===== config.mk =====
export PLATFORM = sky130hd
export DESIGN_NAME = hazard_stall_unit
export DESIGN_NICKNAME = d
export VERILOG_FILES = /design/src/rtl/hzd_pkg.sv /design/src/rtl/hzd_match_dp.sv /design/src/rtl/hzd_stall_ctl.sv /design/src/rtl/hazard_stall_unit.sv
export SDC_FILE = /design/constraint.sdc
export NUM_CORES = 1
export LEC_CHECK = 0
export BUFFER_PORTS_ARGS = -buffer_cell sky130_fd_sc_hd__buf_4
export CAP_MARGIN = 20
export CORE_AREA = 3 3 40 42
export DETAILED_ROUTE_END_ITERATION = 12
export DIE_AREA = 0 0 43 45
export PLACE_DENSITY = 0.44
export SYNTH_ARGS = -nofsm -noshare
export SYNTH_HDL_FRONTEND = slang
export SYNTH_SLANG_ARGS = --single-unit

===== constraint.sdc =====
create_clock -name vclk -period 1.1
set_input_delay 0.055 -clock vclk [all_inputs]
set_output_delay 0.055 -clock vclk [all_outputs]
set_load 0.03 [all_outputs]

===== src/rtl/hzd_pkg.sv =====
package hzd_pkg;
  // Stage index inside the in-flight arrays; 0 is the stage right after decode.
  localparam int STG_EX  = 0;
  localparam int STG_MEM = 1;

  // Strobes from the stall policy toward the pipeline enables.
  typedef struct packed {
    logic freeze;   // hold program counter and fetch/decode register
    logic bubble;   // clear control fields entering execute
  } stall_strobe_t;
endpackage


===== src/rtl/hzd_match_dp.sv =====
module hzd_match_dp #(
  parameter int REG_W   = 5,
  parameter int NUM_STG = 2
) (
  input  logic [REG_W-1:0]              srcA,
  input  logic                          useA,
  input  logic [REG_W-1:0]              srcB,
  input  logic                          useB,
  input  logic                          bIsData,
  input  logic [NUM_STG-1:0][REG_W-1:0] stgDest,
  input  logic [NUM_STG-1:0]            stgWrites,
  output logic [NUM_STG-1:0]            execHit,
  output logic [NUM_STG-1:0]            dataHit
);
  for (genvar s = 0; s < NUM_STG; s++) begin : g_stage
    logic live;
    logic matchA;
    logic matchB;

    // register 0 and non-writing stages are dead producers
    assign live   = stgWrites[s] && (stgDest[s] != '0);
    // a source only counts when it is actually read
    assign matchA = useA && (srcA == stgDest[s]);
    assign matchB = useB && (srcB == stgDest[s]);

    assign execHit[s] = live && (matchA || (matchB && !bIsData));
    assign dataHit[s] = live && matchB && bIsData;

    always_comb begin
      p_zero_dest_silent_r6: assert (!((execHit[s] || dataHit[s]) && (stgDest[s] == '0)))
        else $error("stage %0d hit on register zero", s);
      p_data_hit_needs_store_r2: assert (!(dataHit[s] && !(useB && bIsData)))
        else $error("stage %0d data hit without store data source", s);
    end
  end
endmodule


===== src/rtl/hzd_stall_ctl.sv =====
module hzd_stall_ctl
  import hzd_pkg::*;
#(
  parameter bit FORWARD_EN = 1'b1,
  parameter int NUM_STG    = 2
) (
  input  logic [NUM_STG-1:0] execHit,
  input  logic [NUM_STG-1:0] dataHit,
  input  logic [NUM_STG-1:0] stgLoad,
  output stall_strobe_t      strb
);
  logic [NUM_STG-1:0] execReady;
  logic [NUM_STG-1:0] dataReady;
  logic [NUM_STG-1:0] stallReq;

  // Readiness of a producer's value for a consumer, per stage and per use point.
  for (genvar s = 0; s < NUM_STG; s++) begin : g_ready
    if (FORWARD_EN) begin : g_fwd
      // every result reaches execute in time except a load one stage ahead
      assign execReady[s] = !(stgLoad[s] && (s == STG_EX));
      // store data is consumed in memory access, a load result can meet it there
      assign dataReady[s] = 1'b1;
    end else begin : g_nofwd
      // nothing is bypassed; wait until the producer has reached write-back
      assign execReady[s] = 1'b0 & stgLoad[s];
      assign dataReady[s] = 1'b0;
    end
    assign stallReq[s] = (execHit[s] && !execReady[s]) || (dataHit[s] && !dataReady[s]);
  end

  always_comb begin
    strb.freeze = |stallReq;
    strb.bubble = |stallReq;
  end

  always_comb begin
    p_stall_has_cause_r9: assert (!(strb.bubble && !(|execHit || |dataHit)))
      else $error("stall without any register match");
    if (FORWARD_EN) begin
      p_fwd_only_load_r1: assert (!(strb.bubble && !(stgLoad[STG_EX] && execHit[STG_EX])))
        else $error("forwarding stall without execute-stage load consumer");
    end
  end
endmodule


===== src/rtl/hazard_stall_unit.sv =====
module hazard_stall_unit
  import hzd_pkg::*;
#(
  parameter int REG_W      = 5,
  parameter bit FORWARD_EN = 1'b1
) (
  input  logic [REG_W-1:0] idSrcA,
  input  logic             idUseA,
  input  logic [REG_W-1:0] idSrcB,
  input  logic             idUseB,
  input  logic             idBIsStoreData,
  input  logic [REG_W-1:0] exDest,
  input  logic             exWrites,
  input  logic             exLoad,
  input  logic [REG_W-1:0] memDest,
  input  logic             memWrites,
  input  logic             memLoad,
  output logic             pcWrite,
  output logic             ifIdWrite,
  output logic             idExBubble
);
  localparam int NUM_STG = 2;

  logic [NUM_STG-1:0][REG_W-1:0] stgDest;
  logic [NUM_STG-1:0]            stgWrites;
  logic [NUM_STG-1:0]            stgLoad;
  logic [NUM_STG-1:0]            execHit;
  logic [NUM_STG-1:0]            dataHit;
  stall_strobe_t                 strb;

  always_comb begin
    stgDest[STG_EX]    = exDest;
    stgDest[STG_MEM]   = memDest;
    stgWrites[STG_EX]  = exWrites;
    stgWrites[STG_MEM] = memWrites;
    stgLoad[STG_EX]    = exLoad;
    stgLoad[STG_MEM]   = memLoad;
  end

  hzd_match_dp #(.REG_W(REG_W), .NUM_STG(NUM_STG)) matchDp (
    .srcA     (idSrcA),
    .useA     (idUseA),
    .srcB     (idSrcB),
    .useB     (idUseB),
    .bIsData  (idBIsStoreData),
    .stgDest  (stgDest),
    .stgWrites(stgWrites),
    .execHit  (execHit),
    .dataHit  (dataHit)
  );

  hzd_stall_ctl #(.FORWARD_EN(FORWARD_EN), .NUM_STG(NUM_STG)) stallCtl (
    .execHit(execHit),
    .dataHit(dataHit),
    .stgLoad(stgLoad),
    .strb   (strb)
  );

  assign pcWrite    = !strb.freeze;
  assign ifIdWrite  = !strb.freeze;
  assign idExBubble = strb.bubble;

  always_comb begin
    p_enables_move_together_r8: assert ((pcWrite == ifIdWrite) && (idExBubble == !pcWrite))
      else $error("enables and bubble disagree");
    p_no_writer_no_stall_r6: assert (!(idExBubble && !exWrites && !memWrites))
      else $error("stall with no writing producer");
  end
endmodule


# After elaboration in Yosys (flattened, before gate mapping)
# Cells that the tools add are included.
# Widths: inputs -> output; s select.
[totals] ram_bits=0 latch_bits=0 output_inout_bits=3 in_bits=27 register_bits=0 mem_bits_ro=0 memories=0
[op_classes] reduce_logical=10 n_bitwise=0 n_lt_le_gt_ge=0 addsub=0 mul=0 div=0 eq_ne=2 n_mux=0 shifts=0
[op_table] operator="$eq 5x5->1" count=2
[op_table] operator="$logic_and 1x1->1" count=6
[op_table] operator="$reduce_bool 5->1" count=1
[op_table] operator="$logic_not 1->1" count=2
[op_table] operator="$logic_or 1x1->1" count=1

# Depth between registers and ports, before layout
# Gate-level depths: netlist of the first run.
[logic_depth] word_depth=7 depth_mapped=5 ltp_nobuf=4

# Modules after synthesis
# Synthesis of the first run repeated with hierarchy kept, for this count alone.
[unflattened] hier_cells=44 area_unflattened_um2=317.8
[modules_own_cells] module="hzd_match_dp" cells_each=40 seq_area_each_um2=0.0 area_per_inst_um2=292.8 instances=1
[modules_own_cells] module="hzd_stall_ctl" cells_each=2 seq_area_each_um2=0.0 area_per_inst_um2=13.8 instances=1
[modules_own_cells] module="hazard_stall_unit" cells_each=2 seq_area_each_um2=0.0 area_per_inst_um2=11.3 instances=1

# Worst setup path after synthesis of the first run
# No wires, ideal clock.
[synth_timing] kind="input -> output" startpoint="input exDest[2]" endpoint="output pcWrite" slack_ns=-0.273 n_path_buf=1 t_required_ns=1.045 stages=5 arrival_ns=1.318 path_cell_list="xnor2_1 nand4_1 nor4b_2 o2111ai_1 buf_4"
[synth_via] elab_chain_len=7
[synth_rtl] item="from (decl)" line="hazard_stall_unit.sv:12" text="input logic [REG_W-1:0] exDest,"
[synth_rtl] item="$eq 5x5->1" line="hzd_match_dp.sv:24" text="assign matchB = useB && (srcB == stgDest[s]);"
[synth_rtl] item="$logic_and 1x1->1" line="hzd_match_dp.sv:24"
[synth_rtl] item="$logic_and 1x1->1" line="hzd_match_dp.sv:26" text="assign execHit[s] = live && (matchA || (matchB && !bIsData));"
[synth_rtl] item="$logic_or 1x1->1" line="hzd_match_dp.sv:26"
[synth_rtl] item="$logic_and 1x1->1 (*)" line="hzd_match_dp.sv:26"
[synth_rtl] item="$logic_and 1x1->1 (*)" line="hzd_stall_ctl.sv:28" text="assign stallReq[s] = (execHit[s] && !execReady[s]) || (dataHit[s] && !dataReady[s]);"
[synth_rtl] item="$logic_not 1->1 (*)"
[synth_rtl] item="to (decl)" line="hazard_stall_unit.sv:18" text="output logic pcWrite,"
# Mark *: on every way between the ends. The rest lies on a longest branch, timed or not.

# Worst setup path after layout of the first run
[layout_timing] startpoint="input idSrcB[1]" endpoint="output idExBubble"
[layout_via] elab_chain_len=6
[layout_rtl] item="from (decl)" line="hazard_stall_unit.sv:9" text="input logic [REG_W-1:0] idSrcB,"
[layout_rtl] item="$eq 5x5->1" line="hzd_match_dp.sv:24"
[layout_rtl] item="$logic_and 1x1->1" line="hzd_match_dp.sv:24"
[layout_rtl] item="$logic_and 1x1->1" line="hzd_match_dp.sv:26"
[layout_rtl] item="$logic_or 1x1->1" line="hzd_match_dp.sv:26"
[layout_rtl] item="$logic_and 1x1->1" line="hzd_match_dp.sv:26"
[layout_rtl] item="$logic_and 1x1->1" line="hzd_stall_ctl.sv:28"
[layout_rtl] item="to (decl)" line="hazard_stall_unit.sv:20" text="output logic idExBubble"
# Every way passes these cells.

==> results of run 1 <==
[layout by cell type (no fill, tap or decap)]
| cell type | n |
|---|---|
| buf_6 | 14 |
| buf_4 | 12 |
| xnor2_2 | 4 |
| xor2_1 | 4 |
| nand4_1 | 1 |
| nor4b_4 | 1 |
| xor2_2 | 1 |
| nor4_2 | 1 |
| xnor2_1 | 1 |
| and3_4 | 1 |
| nor2_1 | 1 |
| nor3_1 | 1 |
| nand2_1 | 1 |
| o2111a_1 | 1 |
| o2111ai_4 | 1 |
[layout make-up]
class / instances / area, µm²
fillers: 129 / 790
multi-input cells: 19 / 229
well taps: 15 / 18.8
repair buffers: 26 / 248
[worst paths after layout]
check | startpoint | slack (ns) | cells past startpoint | to
worst max-delay path | idSrcB[1] | -0.14 | 6 | idExBubble
worst min-delay path | exWrites | 0.43 | 3 | ifIdWrite
[power by group]
group	internal, W	switching (W)
registers	0	0
clock network	0	0
logic	0.000104	0.0000547
[metal layers]
layer  global-route usage [%]  up-vias
met5                        0        -
met4                        0        0
met3                    0.797        0
met2                     10.8       10
met1                     8.65      114
li1                         -      122
[synth_stat cells]
| cell | n |
|---|---|
| and3_1 | 1 |
| buf_4 | 1 |
| nand2_1 | 1 |
| nand4_1 | 1 |
| nor2_1 | 1 |
| nor3_1 | 1 |
| nor4_1 | 1 |
| nor4b_2 | 1 |
| o2111a_1 | 1 |
| o2111ai_1 | 1 |
| xnor2_1 | 5 |
| xor2_1 | 5 |
[cell families after synthesis]
family	Yosys count
AND/OR/NAND/NOR	7
XOR/XNOR	10
buffers and inverters	1
AO/OA/AOI/OAI	2
[tightest hold or removal path: cells and delay by family]
kind | cells | cell delay [ns]
buffers and inverters | 2 | 0.25
AO/OA/AOI/OAI | 1 | 0.07
[per-stage QoR]
step,cell area [µm²],total power [W]
floorplan,214,0.0000489
global placement,417,0.000133
detailed placement,417,0.000135
CTS,465,0.000149
global route,495,0.000170
finish,495,0.000158
[what timing repair did]
item,in CTS,in global routing
pin swaps,9,5
setup endpoints to repair,3,3
hold buffers,0,0
resized for setup,12,6
==> results.sh, run 1 <==
export IMPL_worst_pin_slew_ns=0.283
export IMPL_placed_cells=60
export IMPL_max_cap_viol_count=0
export IMPL_yosys_area_share_simple_pct=28.7
export IMPL_synthTopCellsByArea="xnor2_1 27%, xor2_1 27%, nor4b_2 9.3%"
export IMPL_grt_ovfl_total=0
export IMPL_worstPathCellList="buf_6, xnor2_2, nand4_1, nor4b_4, o2111a_1, buf_6"
export IMPL_place_ws_ns=-0.212
export IMPL_critical_path_class="in -> out"
export IMPL_port_buffers=23
export IMPL_via_per_inst=4.10
export IMPL_cp_top_family="simple AND/OR/NAND/NOR gates"
export IMPL_initial_core_util_pct=12.6
export IMPL_wl_per_cell_um=10.3
export IMPL_finalSetupViolations=3
export IMPL_synth_xor_area_share_pct=54.3
export IMPL_outcome="finished with violations"
export IMPL_hpwl_um=574
export IMPL_relSlewSlack_pct=81.1
export IMPL_grt_pass1_vias=226
export IMPL_antenna_found_initial=0
export IMPL_period_minus_slack_ns=1.24
export IMPL_wl_met1_um=229
export IMPL_fin_crit_sh_pct=112
export IMPL_hold_viol=0
export IMPL_drtAntennaViolNets=0
export IMPL_netlist_instances=20
export IMPL_maxSlewViolCount=0
export IMPL_clock_fmax_mhz=809
export IMPL_power_leakage_nw=0.221
export IMPL_rsz0062_at_grt="true"
export IMPL_synth_cell_types=12
export IMPL_cpPeakStageDelay_ns=0.35
export IMPL_crit_slowest_cell="nor4b_4"
export IMPL_met3WireLength_um=46
export IMPL_power_density_nw_per_um2=320
export IMPL_grt_max_degree=4
export IMPL_drc=0
export IMPL_core_um2=1280
export IMPL_wl_met2_um=340
export IMPL_dr_max_layer_used="met3"
export IMPL_synth_top_family_by_area="XOR/XNOR gates"
export IMPL_synth_area_leader_cell="xnor2_1"
export IMPL_design_seq_count=0
export IMPL_grt_pass1_wl_um=972
export IMPL_synthMuxAreaShare_pct=0
export IMPL_post_route_util_pct=38.6
export IMPL_peakVddDrop_mv=0.169
export IMPL_synth_warning_count=0
export IMPL_worstSetupStartpointType="primary input"
export IMPL_rows=13
export IMPL_regArea_um2=0
export IMPL_ys_seq_area_share_pct=0
export IMPL_fin_tns_setup_ns=-0.258
export IMPL_drive_gt1_share_pct=77.8
export IMPL_whs_ns=0.431
export IMPL_syn_num_nets=47
export IMPL_synth_compound_area_share_pct=12.4
export IMPL_crit_arrival_ns=1.18
export IMPL_final_cells=60
export IMPL_failed_checks="setup timing"
export IMPL_post_synth_cell_area_avg_um2=8.07
export IMPL_n_antenna_cell=0
export IMPL_cp_num_buf_inv=2
export IMPL_die_height_um=45
export IMPL_area_growth_pct=207
export IMPL_cp_required_ns=1.04
export IMPL_cp_common_cell="buf_6"
export IMPL_nNetsFinal=74
export IMPL_postCtsSetupRepairBufs=0
export IMPL_syn_cell_area_um2=161
export IMPL_crit_fanout=2
export IMPL_io_pins=30
export IMPL_synth_adder_area_share_pct=0
export IMPL_drtPass1Iterations=1
export IMPL_netlist_area_leader_share_pct=27.1
export IMPL_die_area_um2=1940
export IMPL_vias=246
export IMPL_end_kind="output pin"
export IMPL_n_clock_buffer=0
export IMPL_setup_ws_ns=-0.137
export IMPL_hold_class="in -> out"
export IMPL_grtUsageTotal_pct=6.16
export IMPL_die_w_um=43
export IMPL_finalWirelength_um=616
export IMPL_drt_initial_drc_count=0
export IMPL_gp_congestion=0.807
No activity file was read; power rests on OpenSTA's default activity.
==> run 2: changes to the inputs <==
--- a/config.mk
+++ b/config.mk
@@ -7,9 +7,9 @@
 export LEC_CHECK = 0
 export BUFFER_PORTS_ARGS = -buffer_cell sky130_fd_sc_hd__buf_4
 export CAP_MARGIN = 20
-export CORE_AREA = 3 3 40 42
+export CORE_AREA = 2 2 39 41
 export DETAILED_ROUTE_END_ITERATION = 12
-export DIE_AREA = 0 0 43 45
+export DIE_AREA = 0 0 41 43
 export PLACE_DENSITY = 0.44
 export SYNTH_ARGS = -nofsm -noshare
 export SYNTH_HDL_FRONTEND = slang
==> run 2 against run 1 <==
  * The flow still finishes with violations (setup timing)
  * Non-clock buffer count is 1 higher
  * Fmax fell by 1.7%
  * Combinational power is 5% lower
  * Critical path depth is the same
  * Final cell count increased by 3.3%
  * Worst setup slack worse by 0.021 ns
  * Worst hold slack got worse by 0.0010 ns
  * Critical endpoint unchanged
  * Final area down 5.3%
  * Largest cell class unchanged
  * Routed wire length increased by 3.4%
  * Critical path type unchanged
  * Die area decreased by 8.9%
==> results.sh, run 2 (synthesis gave the netlist of run 1 again) <==
export IMPL_crit_arrival_ns=1.20
export IMPL_via_per_inst=3.89
export IMPL_n_antenna_cell=0
export IMPL_finalSetupViolations=3
export IMPL_worstSetupStartpointType="primary input"
export IMPL_worst_pin_slew_ns=0.281
export IMPL_drtAntennaViolNets=0
export IMPL_antenna_found_initial=0
export IMPL_final_cells=62
export IMPL_cp_top_family="simple AND/OR/NAND/NOR gates"
export IMPL_p_int_w=0.0000961
export IMPL_placed_cells=62
export IMPL_rsz0062_at_grt="true"
export IMPL_crit_slowest_cell="nor4b_4"
export IMPL_rows=14
export IMPL_peakVddDrop_mv=0.0911
export IMPL_layout_common_cells="19 x buf_4, 8 x buf_6, 4 x xor2_1"
export IMPL_die_area_um2=1760
export IMPL_initial_core_util_pct=11.7
export IMPL_die_height_um=43
export IMPL_cp_required_ns=1.04
export IMPL_grt_max_degree=4
export IMPL_cp_num_buf_inv=2
export IMPL_critical_path_class="in -> out"
export IMPL_end_kind="output pin"
export IMPL_gp_congestion=0.639
export IMPL_grt_ovfl_total=0
export IMPL_place_ws_ns=-0.226
export IMPL_crit_cells=6
export IMPL_hold_class="in -> out"
export IMPL_die_w_um=41
export IMPL_design_seq_count=0
export IMPL_clock_fmax_mhz=795
export IMPL_design_area_um2=469
export IMPL_drive_gt1_share_pct=73.9
export IMPL_setup_ws_ns=-0.158
export IMPL_finalPower_w=0.000150
export IMPL_seqPwrFrac_pct=0
export IMPL_placed_cell_area_um2=425
export IMPL_io_pins=30
export IMPL_power_density_nw_per_um2=321
export IMPL_failed_checks="setup timing"
export IMPL_vias=241
export IMPL_core_um2=1380
export IMPL_grt_pass1_wl_um=1030
export IMPL_relSlewSlack_pct=81.2
export IMPL_worstPathCellList="buf_4, xnor2_1, nand4_1, nor4b_4, o2111a_1, buf_6"
export IMPL_hpwl_um=568
export IMPL_area_growth_pct=191
export IMPL_clkPwrFrac_pct=0
export IMPL_outcome="finished with violations"
export IMPL_regArea_um2=0
export IMPL_nNetsFinal=75
export IMPL_crit_start="idSrcB[2]"
export IMPL_swShare_pct=36.1
export IMPL_wl_per_cell_um=10.3
export IMPL_maxSlewViolCount=0
export IMPL_finalWirelength_um=637
export IMPL_postCtsSetupRepairBufs=0
export IMPL_multi_input_area_um2=216
export IMPL_max_cap_viol_count=0
export IMPL_port_buffers=23
export IMPL_drtPass1Iterations=1
export IMPL_drc=0
export IMPL_fin_crit_sh_pct=114
export IMPL_power_leakage_nw=0.214
export IMPL_cpPeakStageDelay_ns=0.37
export IMPL_n_clock_buffer=0
export IMPL_period_minus_slack_ns=1.26
export IMPL_grtUsageTotal_pct=7.91
export IMPL_p_sw_w=0.0000544
export IMPL_hold_viol=0
export IMPL_grt_pass1_vias=233
export IMPL_drt_initial_drc_count=0
export IMPL_fillers=149
export IMPL_crit_end="idExBubble"
export IMPL_crit_fanout=2
export IMPL_comb_power_share_pct=100.0
export IMPL_holdBufCountCts=0
export IMPL_final_common_cell="buf_4"
run 2: cell types whose count changed in the layout (fill, tap and decap cells not counted), sizes merged:
cell,change
buf,+1
run 2: layout make-up:
cell class | count | share of cell area (%)
multi-input cells | 19 | 46.1
well taps | 16 | 4.27
repair buffers | 27 | 49.6
run 2: repair_timing:
action	4_1_cts	5_1_grt
pin swaps	4	6
resized for setup	8	2
setup endpoints to repair	3	3
run 2: worst min-delay path by stage:
stage | from | end | slack, ns | depth (start not counted)
2_1_floorplan | exWrites | ifIdWrite | 0.21 | 1
3_3_place_gp | exWrites | pcWrite | 0.45 | 3
3_5_place_dp | exWrites | pcWrite | 0.44 | 3
4_1_cts | exWrites | pcWrite | 0.43 | 3
5_1_grt | exWrites | pcWrite | 0.44 | 3
6_report | exWrites | pcWrite | 0.43 | 3
run 2: through the flow:
| step | hold WS [ns] | utilization, % | TNS [ns] |
|---|---|---|---|
| 3_5_place_dp | 0.443 | 30.7 | -0.634 |
| 2_1_floorplan | 0.213 | - | -0.112 |
| 4_1_cts | 0.429 | 32.9 | -0.490 |
| 5_1_grt | 0.440 | 33.9 | -0.563 |
| 6_report | 0.430 | 33.9 | -0.382 |
| 3_3_place_gp | 0.447 | 30.7 | -0.758 |
run 2: routing by layer:
layer  share of wire, %  global-route usage, %
met4                  0                      0
met5                  0                      0
met3                4.4                      0
met1                 35                   9.24
met2                 60                   15.6
run 2: power by group through the flow:
stage	sequential, W	combinational [W]	clock, W
floorplan	0	0.0000489	0
global placement	0	0.000139	0
detailed placement	0	0.000138	0
CTS	0	0.000145	0
global route	0	0.000161	0
finish	0	0.000150	0
==> run 3: changes to the inputs <==
--- a/config.mk
+++ b/config.mk
@@ -10,7 +10,8 @@
 export CORE_AREA = 2 2 39 41
 export DETAILED_ROUTE_END_ITERATION = 12
 export DIE_AREA = 0 0 41 43
-export PLACE_DENSITY = 0.44
+export PLACE_DENSITY = 0.55
 export SYNTH_ARGS = -nofsm -noshare
 export SYNTH_HDL_FRONTEND = slang
+export SYNTH_HIERARCHICAL = 1
 export SYNTH_SLANG_ARGS = --single-unit
==> run 3 against run 2 <==
  * Worst setup slack got worse by 0.057 ns
  * The run still ends with setup timing left
  * Routed wire length decreased by 21%
  * Final area decreased by 9.3%
==> results.sh, run 3 <==
export IMPL_syn_num_nets=49
export IMPL_crit_fanout=3
export IMPL_whs_ns=0.485
export IMPL_worst_pin_slew_ns=0.258
export IMPL_area_growth_pct=158
export IMPL_drtAntennaViolNets=0
export IMPL_nNetsFinal=73
export IMPL_hold_class="in -> out"
export IMPL_setup_ws_ns=-0.216
export IMPL_met3WireLength_um=98
export IMPL_failed_checks="setup timing"
export IMPL_grtUsageTotal_pct=5.90
export IMPL_die_area_um2=1760
export IMPL_hold_viol=0
export IMPL_post_synth_cell_area_avg_um2=7.51
export IMPL_min_from="exLoad"
export IMPL_critical_path_class="in -> out"
export IMPL_grt_ovfl_total=0
export IMPL_grt_pass1_vias=198
export IMPL_hold_path_end="idExBubble"
export IMPL_power_density_nw_per_um2=316
export IMPL_maxSlewViolCount=0
export IMPL_drc=0
export IMPL_syn_cell_area_um2=165
export IMPL_netlist_instances=22
export IMPL_wl_met1_um=220
export IMPL_n_clock_buffer=0
export IMPL_n_antenna_cell=0
export IMPL_rows=14
export IMPL_gp_congestion=0.615
export IMPL_finalWirelength_um=502
export IMPL_dr_max_layer_used="met3"
export IMPL_drive_gt1_share_pct=75.0
export IMPL_power_leakage_nw=0.194
export IMPL_die_w_um=41
export IMPL_clock_fmax_mhz=760
export IMPL_peakVddDrop_mv=0.111
export IMPL_drtPass1Iterations=2
export IMPL_rsz0062_at_grt="true"
export IMPL_min_path_cells=3
export IMPL_final_common_cell="buf_4"
export IMPL_initial_core_util_pct=11.9
export IMPL_io_pins=30
export IMPL_wl_per_cell_um=8.37
export IMPL_antenna_found_initial=0
export IMPL_layout_common_cells="15 x buf_4, 9 x buf_6, 4 x xnor2_2, 4 x xor2_1, 2 x xnor2_1"
export IMPL_fin_crit_sh_pct=120
export IMPL_finalSetupViolations=3
export IMPL_period_minus_slack_ns=1.32
export IMPL_hpwl_um=468
export IMPL_crit_arrival_ns=1.26
export IMPL_port_buffers=23
export IMPL_wl_met2_um=183
export IMPL_max_cap_viol_count=0
export IMPL_regArea_um2=0
export IMPL_synth_warning_count=6
export IMPL_outcome="finished with violations"
export IMPL_end_kind="output pin"
export IMPL_worstSetupStartpointType="primary input"
export IMPL_via_per_inst=3.52
export IMPL_cp_required_ns=1.04
export IMPL_drt_initial_drc_count=2
export IMPL_design_seq_count=0
export IMPL_grt_pass1_wl_um=772
export IMPL_die_height_um=43
export IMPL_core_um2=1380
export IMPL_vias=211
export IMPL_grt_max_degree=4
export IMPL_relSlewSlack_pct=82.7
export IMPL_place_ws_ns=-0.293
run 3: worst max-delay path by stage:
| stage | start | end | slack, ns | cells past startpoint |
|---|---|---|---|---|
| 4_1_cts | idSrcB[1] | pcWrite | -0.24 | 8 |
| 3_5_place_dp | exDest[3] | pcWrite | -0.29 | 8 |
| 5_1_grt | idSrcB[3] | ifIdWrite | -0.30 | 8 |
| 3_3_place_gp | exDest[3] | ifIdWrite | -0.29 | 8 |
| 2_1_floorplan | exDest[3] | pcWrite | -0.38 | 8 |
| 6_report | exDest[3] | ifIdWrite | -0.22 | 8 |
run 3: power by group:
group          switching (W)  leakage (nW)  internal (W)
sequential                 0             0             0
clock                      0             0             0
combinational      0.0000429         0.194     0.0000914
run 3: metrics by stage:
step                      power (W)  cell area (µm²)  util (%)  cells  TNS (ns)
final                      0.000134              425      30.7     60    -0.576
after global routing       0.000144              425      30.7     60    -0.833
after CTS                  0.000134              417      30.1     60    -0.659
after detailed placement   0.000123              379      27.4     60    -0.797
after global placement     0.000122              379      27.4     60    -0.804
after floorplan           0.0000464              201         -     22    -0.560
run 3: final cells by class:
type                            instances  area [µm²]
Timing Repair Buffer                   24         214
Inverter                                1        7.51
Multi-Input combinational cell         19         184
Fill cell                             153         958
Tap cell                               16        20.0
run 3: repair_timing:
item / 4_1_cts / 5_1_grt
gates resized for setup: 9 / 2
endpoints found under the setup margin: 3 / 3
pin swaps: 8 / 5
hold buffers: 0 / 0
endpoints found under the hold margin: 0 / 0
buffers inserted: 0 / 0
run 3: critical path: stages:
cell and delay (ns):
buf_6 0.10, xor2_1 0.15, nor4_1 0.28, nand3_1 0.13, a21oi_2 0.15, and2_4 0.16, clkinvlp_4 0.09, buf_6 0.14
run 3: layer usage:
layer	up-vias	global-route usage [%]
met5	-	0
met4	0	0
met3	0	0.524
met2	20	8.75
met1	74	9.52
li1	117	-
